**src/rtl/daf_pkg.sv**
```systemverilog
// Shared constants and the configuration-target encoding for the
// destination address filter. Assumes 48-bit addresses and 32-bit writes.
package daf_pkg;
    localparam int ADDR_W = 48;
    localparam int HI_W   = 16;
    localparam int LO_W   = ADDR_W - HI_W;
    localparam int CFG_W  = 32;

    typedef enum logic [1:0] {
        CFG_ENT_HI  = 2'd0,
        CFG_ENT_LO  = 2'd1,
        CFG_EN_MASK = 2'd2,
        CFG_MODE    = 2'd3
    } cfg_kind_e;
endpackage

```
**src/rtl/daf_entry_bank.sv**
```systemverilog
// Storage for the exact-match entries. Each entry holds a 16-bit upper
// part and a 32-bit lower part written separately; the bank presents all
// entries as a flat vector, entry n at bits [n*48 +: 48].
// Assumes an index at or above N_ENTRIES selects no entry.
module daf_entry_bank #(
    parameter int N_ENTRIES = 17,
    parameter int IDX_W     = 5
) (
    input  logic                                clk,
    input  logic                                rst_n,
    input  logic                                we,
    input  daf_pkg::cfg_kind_e                  kind,
    input  logic [IDX_W-1:0]                    idx,
    input  logic [daf_pkg::CFG_W-1:0]           wdata,
    output logic [N_ENTRIES*daf_pkg::ADDR_W-1:0] ent_flat
);
    import daf_pkg::*;

    for (genvar g = 0; g < N_ENTRIES; g++) begin : g_ent
        logic [HI_W-1:0] hi_q;
        logic [LO_W-1:0] lo_q;
        logic            sel;

        assign sel = we && (idx == IDX_W'(g));

        // Load this entry's upper or lower part when addressed.
        always_ff @(posedge clk) begin
            if (!rst_n) begin
                hi_q <= '0;
                lo_q <= '0;
            end else if (sel) begin
                case (kind)
                    CFG_ENT_HI: hi_q <= wdata[HI_W-1:0];
                    CFG_ENT_LO: lo_q <= wdata[LO_W-1:0];
                    default: ;
                endcase
            end
        end

        assign ent_flat[g*ADDR_W +: ADDR_W] = {hi_q, lo_q};
    end
endmodule

```
**src/rtl/daf_match_array.sv**
```systemverilog
// One 48-bit equality comparator per entry, each gated by its enable bit.
// The enable mask is bit-reversed: entry n uses mask bit N_ENTRIES-1-n.
module daf_match_array #(
    parameter int N_ENTRIES = 17
) (
    input  logic [daf_pkg::ADDR_W-1:0]            da,
    input  logic [N_ENTRIES*daf_pkg::ADDR_W-1:0]  ent_flat,
    input  logic [N_ENTRIES-1:0]                  en_mask,
    output logic [N_ENTRIES-1:0]                  hit_vec
);
    import daf_pkg::*;

    for (genvar g = 0; g < N_ENTRIES; g++) begin : g_cmp
        assign hit_vec[g] = en_mask[N_ENTRIES-1-g] &&
                            (ent_flat[g*ADDR_W +: ADDR_W] == da);
    end
endmodule

```
**src/rtl/daf_prio_pick.sv**
```systemverilog
// Picks the lowest-numbered set bit of the hit vector; reports 0 when
// no bit is set.
module daf_prio_pick #(
    parameter int N_ENTRIES = 17,
    parameter int IDX_W     = 5
) (
    input  logic [N_ENTRIES-1:0] hit_vec,
    output logic                 any_hit,
    output logic [IDX_W-1:0]     first_idx
);
    // Scan from the top so the lowest set bit wins.
    always_comb begin
        any_hit   = |hit_vec;
        first_idx = '0;
        for (int i = N_ENTRIES - 1; i >= 0; i--) begin
            if (hit_vec[i]) first_idx = IDX_W'(i);
        end
    end
endmodule

```
**src/rtl/dst_addr_filter.sv**
```systemverilog
// Receive destination address filter. Holds the enable mask and the
// promiscuous bit, compares each strobed address against the entry bank
// and registers the decision one clock later. Configuration written in
// the strobe cycle lands at the same edge, so that frame sees the old
// setting. Assumes N_ENTRIES <= 32 so the mask fits one write.
module dst_addr_filter #(
    parameter int N_ENTRIES = 17,
    parameter int IDX_W     = $clog2(N_ENTRIES)
) (
    input  logic                 clk,
    input  logic                 rst_n,
    input  logic                 cfg_we,
    input  logic [1:0]           cfg_kind,
    input  logic [IDX_W-1:0]     cfg_idx,
    input  logic [31:0]          cfg_wdata,
    input  logic                 da_valid,
    input  logic [47:0]          da,
    output logic                 dec_valid,
    output logic                 dec_accept,
    output logic                 dec_hit,
    output logic [IDX_W-1:0]     dec_index
);
    import daf_pkg::*;

    cfg_kind_e                      kind;
    logic [N_ENTRIES-1:0]           mask_q;
    logic                           promisc_q;
    logic [N_ENTRIES*ADDR_W-1:0]    ent_flat;
    logic [N_ENTRIES-1:0]           hit_vec;
    logic                           any_hit;
    logic [IDX_W-1:0]               first_idx;

    assign kind = cfg_kind_e'(cfg_kind);

    // Enable mask and mode bit registers.
    always_ff @(posedge clk) begin
        if (!rst_n) begin
            mask_q    <= '0;
            promisc_q <= 1'b0;
        end else if (cfg_we) begin
            case (kind)
                CFG_EN_MASK: mask_q    <= cfg_wdata[N_ENTRIES-1:0];
                CFG_MODE:    promisc_q <= cfg_wdata[0];
                default: ;
            endcase
        end
    end

    daf_entry_bank #(.N_ENTRIES(N_ENTRIES), .IDX_W(IDX_W)) u_bank (
        .clk      (clk),
        .rst_n    (rst_n),
        .we       (cfg_we),
        .kind     (kind),
        .idx      (cfg_idx),
        .wdata    (cfg_wdata),
        .ent_flat (ent_flat)
    );

    daf_match_array #(.N_ENTRIES(N_ENTRIES)) u_match (
        .da       (da),
        .ent_flat (ent_flat),
        .en_mask  (mask_q),
        .hit_vec  (hit_vec)
    );

    daf_prio_pick #(.N_ENTRIES(N_ENTRIES), .IDX_W(IDX_W)) u_pick (
        .hit_vec   (hit_vec),
        .any_hit   (any_hit),
        .first_idx (first_idx)
    );

    // Register the decision on each address strobe; hold it otherwise.
    always_ff @(posedge clk) begin
        if (!rst_n) begin
            dec_valid  <= 1'b0;
            dec_accept <= 1'b0;
            dec_hit    <= 1'b0;
            dec_index  <= '0;
        end else begin
            dec_valid <= da_valid;
            if (da_valid) begin
                dec_accept <= promisc_q | any_hit;
                dec_hit    <= any_hit;
                dec_index  <= first_idx;
            end
        end
    end
endmodule

```
**config.mk**
```make
export PLATFORM = sky130hd
export DESIGN_NAME = dst_addr_filter
export DESIGN_NICKNAME = d
export VERILOG_FILES = /design/src/rtl/daf_pkg.sv /design/src/rtl/daf_entry_bank.sv /design/src/rtl/daf_match_array.sv /design/src/rtl/daf_prio_pick.sv /design/src/rtl/dst_addr_filter.sv
export SDC_FILE = /design/constraint.sdc
export NUM_CORES = 2
export LEC_CHECK = 0
export CAP_MARGIN = 10
export CORE_MARGIN = 1.5
export CORE_UTILIZATION = 45
export CTS_CLUSTER_DIAMETER = 150
export DETAILED_ROUTE_END_ITERATION = 16
export GPL_ROUTABILITY_DRIVEN = 0
export HOLD_SLACK_MARGIN = 0.12
export SLEW_MARGIN = 10
export SYNTH_ARGS = -nofsm -noshare
export SYNTH_HDL_FRONTEND = slang
export SYNTH_SLANG_ARGS = --single-unit
```
**constraint.sdc**
```tcl
create_clock -name clk -period 3.52 [get_ports clk]
set_clock_uncertainty 0.05 [all_clocks]
set_input_delay 0.352 -clock clk [delete_from_list [all_inputs] [get_ports clk]]
set_output_delay 0.352 -clock clk [all_outputs]
set_load 0.005 [all_outputs]
```
# Word level (Yosys, flattened, before mapping)
# Index checks and enable logic that the tools add are counted.
# word_totals
reg_bits	842
inputBits	91
out_inout_bits	8
elab_cells	167
# classes
n_eq_ne	36
n_mux	17
n_bitwise	1
reduce_logical	73
# op_table
cell	n
equality test 48 bit	17
two-way mux 5 bit	17
AND reduction 2 bit	36
equality test 5 x 4 -> 1 bit (second input constant)	8
logical AND 1 bit	34
equality test 5 x 3 -> 1 bit (second input constant)	4
OR reduction 17 bit	1
equality test 5 x 2 -> 1 bit (second input constant)	2
equality test 5 x 1 -> 1 bit (second input constant)	1
equality test 5 bit (second input constant)	1
zero test 5 bit	1
equality test 2 bit (second input constant)	2
equality test 2 x 1 -> 1 bit (second input constant)	1
zero test 2 bit	1
OR 1 bit	1

# Depth between registers and ports, before layout
# logic_depth
word_depth	19
depth_mapped	11
mapped_depth_nobuf	8

# By module
# From an unflattened synthesis, not the netlist that was laid out.
# hier_totals
hier_cells	4148
hier_area_um2	39721.8
# modules_own_cells
module	instances	cells_each	area_per_inst_um2
daf_entry_bank	1	2772	29020.3
daf_match_array	1	1237	9491.6
dst_addr_filter	1	105	1024.7
daf_prio_pick	1	34	185.2

# Worst setup path before layout
# Ideal clock, no wire load.
# synth_timing
kind	input to register
from	input port da[14]
to	register dec_index[1]
setup_ps	116
arrival_time_ps	2489
required_ps	3354
path_slack_ps	865
stages	8
path_cell_list	clkbuf_1 xnor2_1 nand2_1 or4_1 or4b_2 o31ai_1 o41ai_1 a31o_1
# synth_between
elab_chain_len	18
word_cells_on_any_way	48
# synth_rtl
element	line	text
from (decl)	dst_addr_filter.sv:17	input logic [47:0] da,
equality test 48 bit	daf_match_array.sv:15	(ent_flat[g*ADDR_W +: ADDR_W] == da);
logical AND 1 bit	daf_match_array.sv:14	assign hit_vec[g] = en_mask[N_ENTRIES-1-g] &&
two-way mux 5 bit (15 in a row)	daf_prio_pick.sv:16	if (hit_vec[i]) first_idx = IDX_W'(i);
two-way mux 5 bit *	daf_prio_pick.sv:16	
to (signal assigned)	dst_addr_filter.sv:84	dec_index <= first_idx;
to (decl)	dst_addr_filter.sv:21	output logic [IDX_W-1:0] dec_index
# Every way passes the cells marked *; elsewhere a longest branch is shown, timed or not.
# A chain may end at the register's enable or synchronous reset.

# Worst setup path in the final report
# layout_timing
from	register u_bank.g_ent[15].lo_q[26]
to	register dec_index[1]
# layout_between
elab_chain_len	18
# layout_rtl
element	line	text
from (decl)	daf_entry_bank.sv:21	logic [LO_W-1:0] lo_q;
from (signal assigned)	daf_entry_bank.sv:34	CFG_ENT_LO: lo_q <= wdata[LO_W-1:0];
equality test 48 bit	daf_match_array.sv:15	
logical AND 1 bit	daf_match_array.sv:14	
two-way mux 5 bit (16 in a row)	daf_prio_pick.sv:16	
# Every way passes these cells.

==> impl_results.md <==
* Setup repair bufs after CTS at 0
* Reg2reg setup slack at 0.47 ns
* Number of buffers created by CTS at 94
* Class of the tightest hold or removal check: input pin to flop
* Residual antenna-violating net count after detailed routing at 0
* Horiz. Die Dim at between 300 and 400 um
* Net count of the mapped netlist at 5654
* Top cell type by total area after synthesis: sky130_fd_sc_hd__dfxtp_1
* Critical path startpoint category: flop
* Cells along the critical path: xnor2_2, nand4_1, or4_1, or4_4, o21ai_0, a311oi_1, o41ai_1, a31o_1
* Worst slew pin tran at 1.21 ns
* Number of enable flip-flop cells after synthesis at 0
* Initial core utilization at 45.4%
* Average size of a mapped cell at 7.90 um^2
* Summed negative setup slack over all endpoints at 0 ns
* DP Worst Slack at 0.0657 ns
* Most common cell after layout, fill and taps aside: sky130_fd_sc_hd__nand2_1
* Final setup violation count at 0
* P&R area growth vs syn at 13.6%
* Maximum clock frequency at 328 MHz
* Number of ports placed on the die boundary at 99
* Initial antenna violation count at 7
* Total global-route track usage at 39.4%
* Count of instances resized after the clock tree is built at 0
* Smallest setup slack after layout at 0.467 ns
* Worst Setup Path Type: flop to flop
* Proportion of netlist area held by the largest area contributor at 38.4%
* Total number of H-tree levels at 3
* CTS clk-pin slew, worst paths at about 0.060 ns
* Number of buffers on the longest clock path at 3
* Power density cells at ~450 nW/um^2
* Sequential-to-total area share from yosys stat at 38.4%
* Clock tree from TritonCTS: built
* Number of sinks on the clock net at 842
* Number of buffers added to fix hold violations after cts at 3
* Inst Count DP at 6732
* Seq cells post-synth at 842
* Fraction of final layout cells with drive strength greater than 1 at 8.70%
* Post-synthesis async set-or-reset flop share at 0%
* Critical Path Slowest Stage Cell: sky130_fd_sc_hd__or4_4
* Data arrival time at the worst-slack endpoint at 3.64 ns
* Full die area at 99500 um^2
* Iteration-0 DRC Markers at 5836
* Cell count after synthesis at 5563
* Min-delay src: cfg_wdata[11]
* Total vias in the final route at 41644
* Crit-path max cell delay at 0.56 ns
* Global route overflow at 0
* Final hold violation count at 0
* Synth area leaders: sky130_fd_sc_hd__dfxtp_1 (38%), sky130_fd_sc_hd__nand2_1 (15%), sky130_fd_sc_hd__a21boi_0 (14%), sky130_fd_sc_hd__xnor2_1 (9.9%), sky130_fd_sc_hd__xor2_1 (4.5%)
* Half-perimeter wire length after detailed placement at 129000 um
* Worst setup path start: u_bank.g_ent[15].lo_q[26]$_SDFFE_PN0P_
* Number of pins with negative max-slew slack in the final report at 0
* Post-route worst hold slack at 0.162 ns
* Vias in the first global route at 38226
* Post-route insts no fill at 6914
* Routed wire length at 201000 um
* Endpoint class of the critical path: flop
* Height of the die at roughly 320 um
* Status: finished clean
* Worst R2R Start: u_bank.g_ent[15].lo_q[26]$_SDFFE_PN0P_
* # DRC at 0
* # rows at 114
* Relative slew slack at 19.5%
* Clock tree root buffer cell: sky130_fd_sc_hd__clkbuf_16
* Minimum clock period at 3.05 ns
* Biggest fanout along the worst timing path at 2
* Synthesized cell area at 43900 um^2
* Vias per Instance at approximately 6.0
* RSZ-0062 raised after global routing: no
* Leak at 16.1 nW
* Largest net degree at the start of global routing at between 100 and 150
* Yosys cell types at 63
* Length of the first detailed-routing pass in iterations at 7
* Number of warning messages in the yosys log at 0
* Post-synth top flop: sky130_fd_sc_hd__dfxtp_1
* # nets final at 5646
* Required time at the worst-slack endpoint at 4.11 ns
* Number of I/O port buffers at 98
* Total Power at around 23 mW
* First-pass GRT wire length at about 280000 um
* Core region area at 96700 um^2
* Clock network latency to the later pin of the worst-skew pair at slightly below 0.7 ns
* VDD IR-drop max at about 0.37 mV
* Number of max-cap violations at 0
* Routed wire per std cell at 29.1 um
* Highest-count cells in the layout ignoring fill and taps: sky130_fd_sc_hd__nand2_1 (1762), sky130_fd_sc_hd__dfxtp_1 (842), sky130_fd_sc_hd__a21boi_0 (821)
* Final critical-path share of the clock period at 86.7%
## stage by stage
stage | utilization (%) | area, um^2
after global placement | 48.2 | 46600
after CTS | 51.6 | 49900
after global routing | 51.6 | 49900
after floorplan | - | 43900
final | 51.6 | 49900
after detailed placement | 48.2 | 46600
## cells by family (layout without fill, tap and decap cells)
| family | after synthesis | in the layout | share of synthesized area, % |
|---|---|---|---|
| XOR/XNOR | 728 | 728 | 14.6 |
| buffers and inverters | 477 | 546 | 4.38 |
| multiplexers | 17 | 17 | 0.387 |
| other | 0 | 6 | 0 |
| flip-flops | 842 | 842 | 38.4 |
| AO/OA/AOI/OAI | 914 | 914 | 15.6 |
| AND/OR/NAND/NOR | 2585 | 2585 | 26.7 |
## synthesized netlist by cell type, drive strengths merged, types with 12 or more instances
cell type / instances
mux2i: 17
nor4: 139
o21ai: 30
nand2b: 145
xor2: 226
inv: 45
nor3: 40
o2111ai: 18
or4: 12
nand3: 57
a21boi: 821
clkbuf: 344
nor2b: 31
nor4b: 16
dfxtp: 842
nand4b: 18
xnor2: 502
nor2: 67
nand4: 236
buf: 88
nand2: 1762
## path summary, 6_finish.rpt
| kind | depth (start not counted) | to |
|---|---|---|
| setup / recovery | 8 | dec_index[1]$_SDFFE_PN0P_ |
| hold / removal | 3 | u_bank.g_ent[11].hi_q[11]$_SDFFE_PN0P_ |
| setup reg to reg | 8 | dec_index[1]$_SDFFE_PN0P_ |
| hold reg to reg | 2 | u_bank.g_ent[16].lo_q[14]$_SDFFE_PN0P_ |
## critical path, delay by kind of cell (launching register included)
family	cells	cell delay, ns
xor+xnor	1	0.30
flops	1	0.33
simple gates	3	1.23
compound gates	4	1.08
## routing by layer
metal	global-route usage, %	up-vias	wire (um)
met2	57.4	2629	83000
met3	9.81	719	24300
met4	24.6	4	15000
li1	-	18470	-
met1	51.9	19822	78600
met5	0	-	22
## registers in the layout, indices dropped and copies added (netlist names)
name,flops
mask_q,17
dec_valid,1
u_bank.g_ent.lo_q,544
dec_hit,1
dec_accept,1
dec_index,5
u_bank.g_ent.hi_q,272
promisc_q,1
## area by class of cell
type,count,area (um^2)
fillers,9233,46800
multi-input cells,4244,25200
flip-flops and latches,842,16900
repair buffers,328,2800
clock buffers,134,2730
well taps,1276,1600
clock inverters,39,549
inverters,45,169
diodes,6,15.0
## where the power goes
| group | leakage (nW) | switching, mW | internal, mW |
|---|---|---|---|
| clock | 1.61 | 4.32 | 6.34 |
| sequential | 6.78 | 0.0252 | 9.56 |
| combinational | 7.69 | 1.73 | 0.709 |
No activity file was read; power rests on OpenSTA's default activity.
